<file path="config.mk">
export PLATFORM = sky130hd
export DESIGN_NAME = strobe_mailbox
export DESIGN_NICKNAME = d
export VERILOG_FILES = /design/src/rtl/mbox_pkg.sv /design/src/rtl/mbox_strobe_sync.sv /design/src/rtl/mbox_ctrl.sv /design/src/rtl/mbox_datapath.sv /design/src/rtl/strobe_mailbox.sv
export SDC_FILE = /design/constraint.sdc
export NUM_CORES = 1
export LEC_CHECK = 0
export BUFFER_PORTS_ARGS = -buffer_cell sky130_fd_sc_hd__buf_2
export CAP_MARGIN = 5
export CORE_AREA = 2 2 39 41
export DETAILED_ROUTE_END_ITERATION = 10
export DIE_AREA = 0 0 41 43
export GPL_TIMING_DRIVEN = 0
export PLACE_DENSITY = 0.52
export SYNTH_ARGS = -nofsm -noshare
export SYNTH_HDL_FRONTEND = slang
export SYNTH_SLANG_ARGS = --single-unit
export TNS_END_PERCENT = 5
</file>
<file path="constraint.sdc">
create_clock -name clk -period 0.9 [get_ports clk]
set_input_delay 0.18 -clock clk [delete_from_list [all_inputs] [get_ports clk]]
set_output_delay 0.18 -clock clk [all_outputs]
set_load 0.05 [all_outputs]
</file>
<file path="src/rtl/mbox_pkg.sv">
package mbox_pkg;

  // Per-cycle strobes from control to datapath.
  typedef struct packed {
    logic clearAll;
    logic loadFirst;
    logic loadBit;
    logic setLast;
    logic clearLast;
    logic shift;
    logic shiftIn;
  } mbox_ctrl_t;

  localparam int unsigned STAGE_COUNT = 2;

endpackage

</file>
<file path="src/rtl/mbox_strobe_sync.sv">
module mbox_strobe_sync #(
  parameter int unsigned SYNC_STAGES = 2
) (
  input  logic clk,
  input  logic rstN,
  input  logic padStrobe,
  input  logic padData,
  output logic strobeRise,
  output logic dataAtRise
);

  localparam int unsigned LANES = 2;
  localparam int unsigned LAST  = SYNC_STAGES - 1;

  // Lane 0 carries the strobe, lane 1 the data, so both see the same delay.
  logic [LANES-1:0] syncPipe [SYNC_STAGES];
  logic             strobePrev;

  generate
    for (genvar s = 0; s < SYNC_STAGES; s++) begin : g_stage
      if (s == 0) begin : g_first
        always_ff @(posedge clk or negedge rstN) begin
          if (!rstN) syncPipe[s] <= '0;
          else       syncPipe[s] <= {padData, padStrobe};
        end
      end else begin : g_rest
        always_ff @(posedge clk or negedge rstN) begin
          if (!rstN) syncPipe[s] <= '0;
          else       syncPipe[s] <= syncPipe[s-1];
        end
      end
    end
  endgenerate

  always_ff @(posedge clk or negedge rstN) begin
    if (!rstN) strobePrev <= 1'b0;
    else       strobePrev <= syncPipe[LAST][0];
  end

  assign strobeRise = syncPipe[LAST][0] & ~strobePrev;
  assign dataAtRise = syncPipe[LAST][1];

endmodule

</file>
<file path="src/rtl/mbox_ctrl.sv">
module mbox_ctrl
  import mbox_pkg::*;
(
  input  logic       hostLoadEn,
  input  logic       hostLoadBit,
  input  logic       hostSetLast,
  input  logic       hostClearLast,
  input  logic       hostClearAll,
  input  logic       strobeRise,
  input  logic       dataAtRise,
  input  logic       lastStage,
  output mbox_ctrl_t ctrl
);

  logic hostBusy;

  always_comb begin
    hostBusy = hostLoadEn | hostSetLast | hostClearLast | hostClearAll;

    ctrl           = '0;
    ctrl.clearAll  = hostClearAll;
    ctrl.loadFirst = hostLoadEn & ~hostClearAll;
    ctrl.loadBit   = hostLoadBit;
    ctrl.setLast   = hostSetLast & ~hostClearAll;
    ctrl.clearLast = hostClearLast & ~hostSetLast & ~hostClearAll;
    // Gated shift: frozen while the last stage holds one; host writes win.
    ctrl.shift     = strobeRise & ~lastStage & ~hostBusy;
    ctrl.shiftIn   = dataAtRise;
  end

endmodule

</file>
<file path="src/rtl/mbox_datapath.sv">
module mbox_datapath
  import mbox_pkg::*;
(
  input  logic       clk,
  input  logic       rstN,
  input  mbox_ctrl_t ctrl,
  output logic       firstStage,
  output logic       lastStage
);

  always_ff @(posedge clk or negedge rstN) begin
    if (!rstN) begin
      lastStage  <= 1'b1;
      firstStage <= 1'b0;
    end else if (ctrl.clearAll) begin
      lastStage  <= 1'b0;
      firstStage <= 1'b0;
    end else if (ctrl.shift) begin
      lastStage  <= firstStage;
      firstStage <= ctrl.shiftIn;
    end else begin
      if (ctrl.loadFirst) firstStage <= ctrl.loadBit;
      if (ctrl.setLast)        lastStage <= 1'b1;
      else if (ctrl.clearLast) lastStage <= 1'b0;
    end
  end

endmodule

</file>
<file path="src/rtl/strobe_mailbox.sv">
module strobe_mailbox
  import mbox_pkg::*;
#(
  parameter int unsigned SYNC_STAGES = 2
) (
  input  logic       clk,
  input  logic       rstN,
  input  logic       padStrobe,
  input  logic       padData,
  output logic       padRead,
  input  logic       hostLoadEn,
  input  logic       hostLoadBit,
  input  logic       hostSetLast,
  input  logic       hostClearLast,
  input  logic       hostClearAll,
  output logic [1:0] hostStatus
);

  logic       strobeRise;
  logic       dataAtRise;
  logic       firstStage;
  logic       lastStage;
  mbox_ctrl_t ctrl;

  mbox_strobe_sync #(.SYNC_STAGES(SYNC_STAGES)) u_sync (
    .clk        (clk),
    .rstN       (rstN),
    .padStrobe  (padStrobe),
    .padData    (padData),
    .strobeRise (strobeRise),
    .dataAtRise (dataAtRise)
  );

  mbox_ctrl u_ctrl (
    .hostLoadEn    (hostLoadEn),
    .hostLoadBit   (hostLoadBit),
    .hostSetLast   (hostSetLast),
    .hostClearLast (hostClearLast),
    .hostClearAll  (hostClearAll),
    .strobeRise    (strobeRise),
    .dataAtRise    (dataAtRise),
    .lastStage     (lastStage),
    .ctrl          (ctrl)
  );

  mbox_datapath u_dp (
    .clk        (clk),
    .rstN       (rstN),
    .ctrl       (ctrl),
    .firstStage (firstStage),
    .lastStage  (lastStage)
  );

  assign padRead    = lastStage;
  assign hostStatus = {lastStage, firstStage};

endmodule

</file>
==> flow_summary.yaml <==
outcome:
  status: "finished with violations"
  violations: "setup timing"
synthesis:
  ys_types: 11
  synth_top_area_share_pct: 55.0
  synth_area_leaders: "dfrtp_1 55%, dfstp_2 9.6%, nor4_4 7.8%"
  syn_nets: 28
  synth_top_cell_by_area: "dfrtp_1"
  synth_top_family_by_area: "simple AND/OR/NAND/NOR gates"
  synth_fa_ha_area_share_pct: 0
  synthCells: 19
  synthXorXnorAreaFrac_pct: 0
  synth_mux_area_share_pct: 4.13
  syn_area_sq_um: 273
  ys_seq_area_share_pct: 64.7
  synth_area_per_cell_sq_um: 14.4
  synthSimpleGateAreaFrac_pct: 18.3
  yosys_warnings: 0
  synth_seq_cells: 7
  synth_compound_area_share_pct: 5.96
routing:
  drcViolationCount: 0
  vias_per_cell: 4.31
  routed_wl_um: 500
  drt_iter0_drc: 2
  num_vias: 224
  wl_per_cell_um: 9.62
  drtPass1Iterations: 4
  antenna_left: 0
layout:
  register_area_sq_um: 180
  instances_no_fill: 52
  final_layout_size_suffix_gt1_share_pct: 55.6
  num_antenna_cells: 0
  nFillCells: 151
  final_area_sq_um: 418
  multi_input_area_sq_um: 77.6
  finalNetCount: 46
  area_delta_synth_final_pct: 53.2
timing:
  setup_ws_ns: -0.369
  finalHoldViolations: 0
  max_slew_margin_pct: 82.9
  tightest_slew_ns: 0.254
  finalSetupTns_ns: -1.40
  fmax_mhz: 788
  fin_crit_sh_pct: 141
  clock_skew_ns: 0.00232
  min_period_ns: 1.27
  rsz0062_at_grt: "true"
  slew_viol_final: 0
  setup_violations: 5
global_routing:
  gr-usage-all-layers_pct: 7.11
  grt_pass1_vias: 213
  grt_max_degree: 8
  grt_pass1_wl_um: 752
  grt-ovfl-total: 0
  antenna_found_initial: 0
worst_setup_path:
  crit_slowest_cell: "dfstp_4"
  cp_slowest_stage_delay_ns: 0.62
  crit_chain: "buf_6, buf_8"
  worstPathArrival_ns: 1.09
  start_kind: "register"
  crit_type: "reg2out"
  cp-end-kind: "output pin"
  cp_max_fo: 3
  required_ns: 0.72
floorplan:
  initial_utilization_pct: 19.7
  io_pins: 12
  fp-row-count: 14
  core_sq_um: 1380
  dieWidth_um: 41
  die_y_um: 43
  die-area_sq_um: 1760
cts:
  cts_tree: "done"
  cts_root_buf: "clkbuf_4"
  clk_latency_ns: 0.25
  clock_path_buffers: 2
  cts.sinks: 7
  cts_buffers: 3
  cts-htree-levels: 1
  path_clk_slew_ns: 0.05
pwr:
  powerDensity_nw_per_um2: 1780
  p_leak_nw: 0.190
  ir_worst_vdd_uv: 733
  power_mw: 0.746
placement:
  dpl.cell_count: 46
  gp_congestion: 0.522
  dp_slack_ns: -0.233
  port_buffers: 11
  place_area_sq_um: 355
flow_run:
  maxCapViolCount: 0
worst_hold_path:
  hold_class: "in2reg"
[power by group]
group | total, mW | switching [mW] | internal (mW)
sequential | 0.346 | 0.00989 | 0.336
clock | 0.281 | 0.112 | 0.169
combinational | 0.119 | 0.0636 | 0.0557
[worst paths after layout]
kind                                                   start                           end  slack [ns]  depth (start not counted)
worst max-delay path              u_dp.lastStage$_DFFE_PN1P_                 hostStatus[1]       -0.37                          2
worst min-delay path                                 padData  u_sync.syncPipe[3]$_DFF_PN0_        0.04                          1
worst max register to register    u_dp.lastStage$_DFFE_PN1P_   u_dp.firstStage$_DFFE_PN0P_       -0.27                          4
worst min register to register  u_sync.syncPipe[3]$_DFF_PN0_   u_sync.dataAtRise$_DFF_PN0_        0.34                          0
max in group asynchronous                               rstN    u_dp.lastStage$_DFFE_PN1P_        0.40                          2
min in group asynchronous                               rstN   u_sync.dataAtRise$_DFF_PN0_        0.28                          2
[area by class of cell]
class                           count  share of cell area, %
Buffer                              2                   4.49
Timing Repair Buffer               13                   21.9
Sequential cell                     7                   43.1
Tap cell                           16                   4.79
Inverter                            1                  0.898
Multi-Input combinational cell      9                   18.6
Clock buffer                        4                   6.29
[cell usage in the layout (no fill, tap or decap)]
master / instances
buf_6: 2
inv_1: 1
clkbuf_1: 1
nor2_1: 1
dfrtp_1: 6
mux2_2: 1
nor3b_1: 1
dfstp_4: 1
buf_8: 1
dlygate4sd3_1: 1
nor4_4: 1
a31oi_1: 1
buf_4: 3
clkbuf_4: 3
nand4b_1: 2
buf_2: 8
a21oi_1: 2
[metal layers]
layer | vias up | GRT usage [%] | part of all wire (%)
met3 | 2 | 6.28 | 13
met1 | 108 | 4.67 | 32
li1 | 100 | - | -
met4 | 0 | 4.00 | 1.4
met5 | - | 0 | 0
met2 | 14 | 11.9 | 53
[through the flow]
stage	utilization, %	hold WS, ns
after floorplan	-	-0.116
after global placement	25.7	0.00995
after detailed placement	25.7	0.0180
after CTS	30.2	0.0299
after global routing	30.2	0.0227
final	30.2	0.0389
[sequential cells by signal, indices dropped and copies added (netlist names)]
register	cells
u_sync.dataAtRise	1
u_dp.lastStage	1
u_sync.syncPipe	3
u_sync.strobePrev	1
u_dp.firstStage	1
[critical path: cells and delay by family, from the launching register on]
kind	cells	cell delay [ns]
buf+inv	2	0.22
flops	1	0.62
[cell families after synthesis]
family                 after synthesis
flip-flops                           7
AND/OR/NAND/NOR                      5
AO/OA/AOI/OAI                        3
buffers and inverters                3
multiplexers                         1
[Yosys cell counts, drive strengths merged]
master	count
nand4b	2
dfstp	1
a31oi	1
nor2	1
nor4	1
nor3b	1
mux2	1
dfrtp	6
buf	2
inv	1
a21oi	2
[what timing repair did]
action	in CTS	in global routing
buffers inserted	1	0
pin swaps	0	0
setup endpoints to repair	5	5
hold endpoints to repair	7	0
hold buffers	1	0
gates resized for setup	6	0
(Power assumes the default switching activity.)
